==> src/rtl/latram_pkg.sv <==
package latram_pkg;

    typedef enum logic [1:0] {
        ST_OFF   = 2'd0,
        ST_READ  = 2'd1,
        ST_WRITE = 2'd2
    } latram_state_e;

endpackage

==> src/rtl/latram_ctrl.sv <==
module latram_ctrl
    import latram_pkg::*;
#(
    parameter int ADDR_W = 4
) (
    input  logic              clk,
    input  logic              rst_n,
    input  logic              mem_en_n,
    input  logic              wr_en_n,
    input  logic [ADDR_W-1:0] addr_i,
    output latram_state_e     state_o,
    output logic [ADDR_W-1:0] rd_addr_o,
    output logic              wr_en_o,
    output logic [ADDR_W-1:0] wr_addr_o
);

    latram_state_e     state_q, state_d;
    logic              en_n_q;
    logic [ADDR_W-1:0] addr_q;
    logic              open_edge;

    // window opens when enable seen low now and high at the previous edge
    assign open_edge = en_n_q & ~mem_en_n;

    always_ff @(posedge clk or negedge rst_n) begin
        if (!rst_n) begin
            en_n_q <= 1'b1;
            addr_q <= '0;
        end else begin
            en_n_q <= mem_en_n;
            if (open_edge) begin
                addr_q <= addr_i;
            end
        end
    end

    always_comb begin
        state_d = state_q;
        unique case (state_q)
            ST_OFF: begin
                if (!mem_en_n) state_d = wr_en_n ? ST_READ : ST_WRITE;
            end
            ST_READ: begin
                if (mem_en_n)     state_d = ST_OFF;
                else if (!wr_en_n) state_d = ST_WRITE;
            end
            ST_WRITE: begin
                if (mem_en_n)     state_d = ST_OFF;
                else if (wr_en_n) state_d = ST_READ;
            end
            default: state_d = ST_OFF;
        endcase
    end

    always_ff @(posedge clk or negedge rst_n) begin
        if (!rst_n) state_q <= ST_OFF;
        else        state_q <= state_d;
    end

    assign state_o   = state_q;
    assign rd_addr_o = addr_q;
    assign wr_en_o   = ~mem_en_n & ~wr_en_n;
    assign wr_addr_o = open_edge ? addr_i : addr_q;


    addr_hold_chk: assert property (@(posedge clk) disable iff (!rst_n)
        (!mem_en_n && !en_n_q) |=> $stable(addr_q));


    addr_take_chk: assert property (@(posedge clk) disable iff (!rst_n)
        (mem_en_n == 1'b0 && en_n_q) |=> (addr_q == $past(addr_i)));

endmodule

==> src/rtl/latram_array.sv <==
module latram_array #(
    parameter int ADDR_W = 4,
    parameter int DATA_W = 4
) (
    input  logic              clk,
    input  logic              wr_en_i,
    input  logic [ADDR_W-1:0] wr_addr_i,
    input  logic [DATA_W-1:0] wr_data_i,
    input  logic [ADDR_W-1:0] rd_addr_i,
    output logic [DATA_W-1:0] rd_data_o
);

    localparam int DEPTH = 1 << ADDR_W;

    logic [DATA_W-1:0] words [DEPTH];

    always_ff @(posedge clk) begin
        if (wr_en_i) begin
            words[wr_addr_i] <= wr_data_i;
        end
    end

    assign rd_data_o = words[rd_addr_i];

endmodule

==> src/rtl/latram_out.sv <==
module latram_out
    import latram_pkg::*;
#(
    parameter int DATA_W = 4
) (
    input  logic              clk,
    input  logic              rst_n,
    input  latram_state_e     state_i,
    input  logic [DATA_W-1:0] rd_data_i,
    output logic [DATA_W-1:0] dout_o,
    output logic              oe_o
);

    always_comb begin
        dout_o = '0;
        oe_o   = 1'b0;
        unique case (state_i)
            ST_READ: begin
                dout_o = ~rd_data_i;
                oe_o   = 1'b1;
            end
            ST_WRITE, ST_OFF: begin
                dout_o = '0;
                oe_o   = 1'b0;
            end
            default: begin
                dout_o = '0;
                oe_o   = 1'b0;
            end
        endcase
    end


    quiet_bus_chk: assert property (@(posedge clk) disable iff (!rst_n)
        !oe_o |-> (dout_o == '0));

endmodule

==> src/rtl/latram_top.sv <==
module latram_top
    import latram_pkg::*;
#(
    parameter int ADDR_W = 4,
    parameter int DATA_W = 4
) (
    input  logic              clk,
    input  logic              rst_n,
    input  logic              mem_en_n,
    input  logic              wr_en_n,
    input  logic [ADDR_W-1:0] addr,
    input  logic [DATA_W-1:0] din,
    output logic [DATA_W-1:0] dout,
    output logic              dout_oe
);

    latram_state_e     state;
    logic [ADDR_W-1:0] rd_addr;
    logic              wr_en;
    logic [ADDR_W-1:0] wr_addr;
    logic [DATA_W-1:0] rd_data;

    latram_ctrl #(.ADDR_W(ADDR_W)) ctrl_i (
        .clk       (clk),
        .rst_n     (rst_n),
        .mem_en_n  (mem_en_n),
        .wr_en_n   (wr_en_n),
        .addr_i    (addr),
        .state_o   (state),
        .rd_addr_o (rd_addr),
        .wr_en_o   (wr_en),
        .wr_addr_o (wr_addr)
    );

    latram_array #(.ADDR_W(ADDR_W), .DATA_W(DATA_W)) array_i (
        .clk       (clk),
        .wr_en_i   (wr_en),
        .wr_addr_i (wr_addr),
        .wr_data_i (din),
        .rd_addr_i (rd_addr),
        .rd_data_o (rd_data)
    );

    latram_out #(.DATA_W(DATA_W)) out_i (
        .clk       (clk),
        .rst_n     (rst_n),
        .state_i   (state),
        .rd_data_i (rd_data),
        .dout_o    (dout),
        .oe_o      (dout_oe)
    );


    read_drive_chk: assert property (@(posedge clk) disable iff (!rst_n)
        (!mem_en_n && wr_en_n) |=> dout_oe);


    idle_quiet_chk: assert property (@(posedge clk) disable iff (!rst_n)
        mem_en_n |=> !dout_oe);


    write_quiet_chk: assert property (@(posedge clk) disable iff (!rst_n)
        (!mem_en_n && !wr_en_n) |=> !dout_oe);


    read_stable_chk: assert property (@(posedge clk) disable iff (!rst_n)
        (!mem_en_n && wr_en_n && $past(!mem_en_n && wr_en_n)) |=> $stable(dout));

endmodule

==> config.mk <==
export PLATFORM = sky130hd
export DESIGN_NAME = latram_top
export DESIGN_NICKNAME = d
export VERILOG_FILES = /design/src/rtl/latram_pkg.sv /design/src/rtl/latram_ctrl.sv /design/src/rtl/latram_array.sv /design/src/rtl/latram_out.sv /design/src/rtl/latram_top.sv
export SDC_FILE = /design/constraint.sdc
export NUM_CORES = 1
export LEC_CHECK = 0
export ABC_CLOCK_PERIOD_IN_PS = 6000
export BUFFER_PORTS_ARGS = -buffer_cell sky130_fd_sc_hd__buf_4
export CAP_MARGIN = 20
export CORE_MARGIN = 2
export CORE_UTILIZATION = 40
export CTS_BUF_LIST = sky130_fd_sc_hd__clkbuf_4 sky130_fd_sc_hd__clkbuf_8 sky130_fd_sc_hd__clkbuf_16
export DETAILED_ROUTE_END_ITERATION = 7
export GPL_ROUTABILITY_DRIVEN = 0
export HOLD_SLACK_MARGIN = 0.1
export PLACE_DENSITY_LB_ADDON = 0.05
export REMOVE_ABC_BUFFERS = 1
export SLEW_MARGIN = 30
export SYNTH_ARGS = -nofsm -noshare
export SYNTH_HDL_FRONTEND = slang
export SYNTH_SLANG_ARGS = --single-unit
==> constraint.sdc <==
create_clock -name clk -period 6 [get_ports clk]
set_input_delay 0.3 -clock clk [delete_from_list [all_inputs] [get_ports clk]]
set_output_delay 0.3 -clock clk [all_outputs]
set_load 0.02 [all_outputs]
==> results.md <==
* Synth Warn # at 0
* Setup repair after global routing missed its margin: false
* Ratio of cells with drive above 1 in the final layout at 22.55%
* Global route overflow at 0
* Yosys reg bits at 71
* Clock tree sinks at 71
* Number of maximum-capacitance violations at 0
* Clock transition at the register clock pins on the worst setup and hold paths after CTS at 70 ps
* Maximum frequency from static timing analysis at 350.6 MHz
* Total power draw at 1.076 mW
* Main combinational cell family by area after synthesis: multiplexers
* Bufs on Longest Clock Path at 2
* Wire length of the first global-routing pass at 8.825 mm
* Min Clock Period, post-route at 2852 ps
* Clock latency on the worst-skew pair at 330 ps
* Skew final at 3.517 ps
* TritonCTS clock tree: done
* Power density over cell area at 324.2 nW/um2
* Placeable core region at 6869 um2
* Cell mode on critical path: sky130_fd_sc_hd__buf_4
* Share of synthesized area occupied by flip-flops and latches at 72.72%
* Detailed-route wire length per cell at 18.64 um
* Number of buffers inserted by port buffering at 16
* Vias per cell at 4.997
* Starting density of the core at 42.00%
* Worst Hold Margin at 147.3 ps
* Die outline height at 88.93 um
* Via count of the first global-routing pass at 1614
* Hold Crit Class: input port to flip-flop
* Number of antenna violations at the first check in global routing at 0
* First DRT Iteration DRCs at 69
* Total DRC errors in the routed layout at 0
* Hold Fails Final Rpt at 0
* Class of the most critical setup path: flip-flop to primary output
* Slew HR at 63.06%
* Number of fill cells in the layout at 614
* Area fraction in compound gates after synthesis at 4.163%
* Half-perimeter wire length after placement at 3.881 mm
* Total routed wirelength at 5.593 mm
* GR met3 Demand/Resource at 4.709%
* Synthesized area at 2885 um2
* Status: finished, final reports clean
* Count of antenna-violating nets left after detailed routing at 0
* Maximum fanout along the worst path at 20
* Die width at 88.93 um
* All-Layer GR Usage at 16.25%
* Layer with the highest usage after global routing: met2
* Area of the die at 7909 um2
* Area used by multi-input combinational logic at 739.5 um2
* Distinct cell type count of the synthesized netlist at 25
* Mean cell area of the mapped netlist at 16.49 um2
* Startpoint Class: flip-flop
* Cells resized by post-CTS repair at 0
* CP cell instances: buf_4, mux2_2, a22oi_1, nand3_1, a31oi_1, buf_4
* Post-Synth Simple-Gate Area at 7.546%
* Floorplan row count at 30
* Area taken by flip-flops and latches at 2098 um2
* Clk root buf: sky130_fd_sc_hd__clkbuf_8
* Period utilization at 47.54%
* I/O pin total at 17
* Sum Neg Setup Slack at 0 ps
* GR Layer Usage met1 at 21.31%
* H-Tree Level Count at 3
* Clock buffers created by TritonCTS at 9
* Max rail drop VDD at 0.1439 mV
* GR met2 Demand/Resource at 25.92%
* Slew @ Worst Pin at 553.0 ps
* Number of nets at the end of the flow at 211
* Total inserted antenna cells at 0
* Cell at the slowest stage of the critical path: sky130_fd_sc_hd__dfrtp_1
* Cells after synthesis at 175
* Leading cell type in the layout, fill and taps excluded: sky130_fd_sc_hd__edfxtp_1
* Commonest cells after routing, fill and taps aside: sky130_fd_sc_hd__edfxtp_1 (64), sky130_fd_sc_hd__mux2i_1 (18), sky130_fd_sc_hd__nor2_1 (17), sky130_fd_sc_hd__buf_4 (17), sky130_fd_sc_hd__nand3_1 (12)
* Xor/xnor share of the synthesized area at 0%
* Arrival time of the worst setup path at 2550 ps
* Overall via count from detail_route at 1499
* Post-synthesis share of cell area spent on full adders, half adders and majority gates at 0%
* Number of search-and-repair iterations in the first detailed-routing pass at 4
* Final-report max-slew violation count at 0
* R2r setup slk at 3790 ps
* Largest net degree at the start of global routing at 21
* CP required at 5700 ps
* Standby leakage power at 1.137 nW
* Proportion of synthesized area in mux cells at 13.92%
* Delay contributed by the slowest stage of the critical path at 680 ps
* Critical Path End Type: primary output
* Count of endpoints failing setup in the final report at 0
* Synth-to-Final Area Change at 15.05%
critical path, delay by kind of cell, from the launching register on:
family          cells  cell delay [ps]
compound gates      2              420
mux                 1              400
flops               1              680
buf+inv             2              580
simple gates        1              130
final timing paths:
path	startpoint	endpoint	depth (start not counted)
min in group asynchronous	rst_n	ctrl_i.rd_addr_o[3]$_DFF_PN0_	2
max in group asynchronous	rst_n	ctrl_i.en_n_q$_DFF_PN1_	2
hold / removal	wr_en_n	ctrl_i.state_o[1]$_DFFE_PN0P_	2
hold reg to reg	ctrl_i.state_o[0]$_DFFE_PN0P_	ctrl_i.state_o[1]$_DFFE_PN0P_	1
setup / recovery	ctrl_i.rd_addr_o[0]$_DFF_PN0_	dout[0]	6
setup reg to reg	ctrl_i.en_n_q$_DFF_PN1_	array_i.words[4][1]$_DFFE_PP_	4
metrics by stage:
step | cell area [um2] | instances | setup slack (ps) | util, %
6_report | 3319 | 300 | 3148 | 48.32
5_1_grt | 3319 | 300 | 2960 | 48.32
4_1_cts | 3319 | 300 | 3087 | 48.32
3_5_place_dp | 3093 | 282 | 3485 | 45.03
3_3_place_gp | 3093 | 282 | 3518 | 45.03
2_1_floorplan | 2845 | 169 | 3471 | -
synth_stat cells:
master	n	area [um2]
sky130_fd_sc_hd__nand2b_1	2	12.51
sky130_fd_sc_hd__a211oi_1	2	15.01
sky130_fd_sc_hd__nor3b_1	2	15.01
sky130_fd_sc_hd__a22oi_1	8	60.06
sky130_fd_sc_hd__mux2_4	2	30.03
sky130_fd_sc_hd__nor3_1	1	5.000
sky130_fd_sc_hd__mux2_2	9	101.4
sky130_fd_sc_hd__nand2_1	5	18.77
sky130_fd_sc_hd__nand3_1	12	60.06
sky130_fd_sc_hd__or2_1	1	6.260
sky130_fd_sc_hd__edfxtp_1	64	1922
sky130_fd_sc_hd__inv_1	2	7.510
sky130_fd_sc_hd__nor2b_1	3	18.77
sky130_fd_sc_hd__mux2i_1	18	180.2
sky130_fd_sc_hd__dfrtp_1	6	150.1
sky130_fd_sc_hd__buf_2	2	10.01
sky130_fd_sc_hd__a31oi_1	4	25.02
sky130_fd_sc_hd__and3b_1	1	8.760
sky130_fd_sc_hd__a21oi_1	4	20.02
sky130_fd_sc_hd__nor2_1	17	63.81
sky130_fd_sc_hd__buf_6	2	22.52
sky130_fd_sc_hd__clkbuf_1	2	7.510
sky130_fd_sc_hd__dfstp_2	1	26.28
sky130_fd_sc_hd__nor2b_2	1	8.760
sky130_fd_sc_hd__mux4_2	4	90.09
power by group:
group / switching [mW] / leakage, nW / internal (mW) / total [mW]
Combinational: 0.0613 / 0.373 / 0.0507 / 0.112
Sequential: 0.0183 / 0.660 / 0.551 / 0.569
Clock: 0.162 / 0.104 / 0.233 / 0.395
Total: 0.241 / 1.14 / 0.835 / 1.08
sequential cells by signal (all words and copies together) (netlist names):
signal	flops
array_i.words	64
ctrl_i.state_o	2
ctrl_i.rd_addr_o	4
ctrl_i.en_n_q	1
kinds of logic (layout without fill, tap and decap cells):
family,after synthesis,in the layout
compound gates,18,18
simple gates,45,45
buf+inv,8,37
flops,71,71
mux,33,33
per-layer routing:
| layer | vias to the layer above | share of wire, % |
|---|---|---|
| met4 | 0 | 1.1 |
| met1 | 732 | 46 |
| met3 | 6 | 2.9 |
| li1 | 728 | - |
| met2 | 33 | 50 |
| met5 | - | 0 |
final cells by class:
cell class	count	area share, %
clock buffers	10	3.958
clock inverters	6	2.262
inverters	2	0.2262
multi-input cells	96	22.28
flip-flops and latches	71	63.21
well taps	96	3.619
repair buffers	19	4.448
what timing repair did:
action,4_1_cts,5_1_grt
endpoints found under the hold margin,8,0
hold buffers,2,0
buffers inserted,0,0
Note: power is estimated with default switching activity, not from simulation.
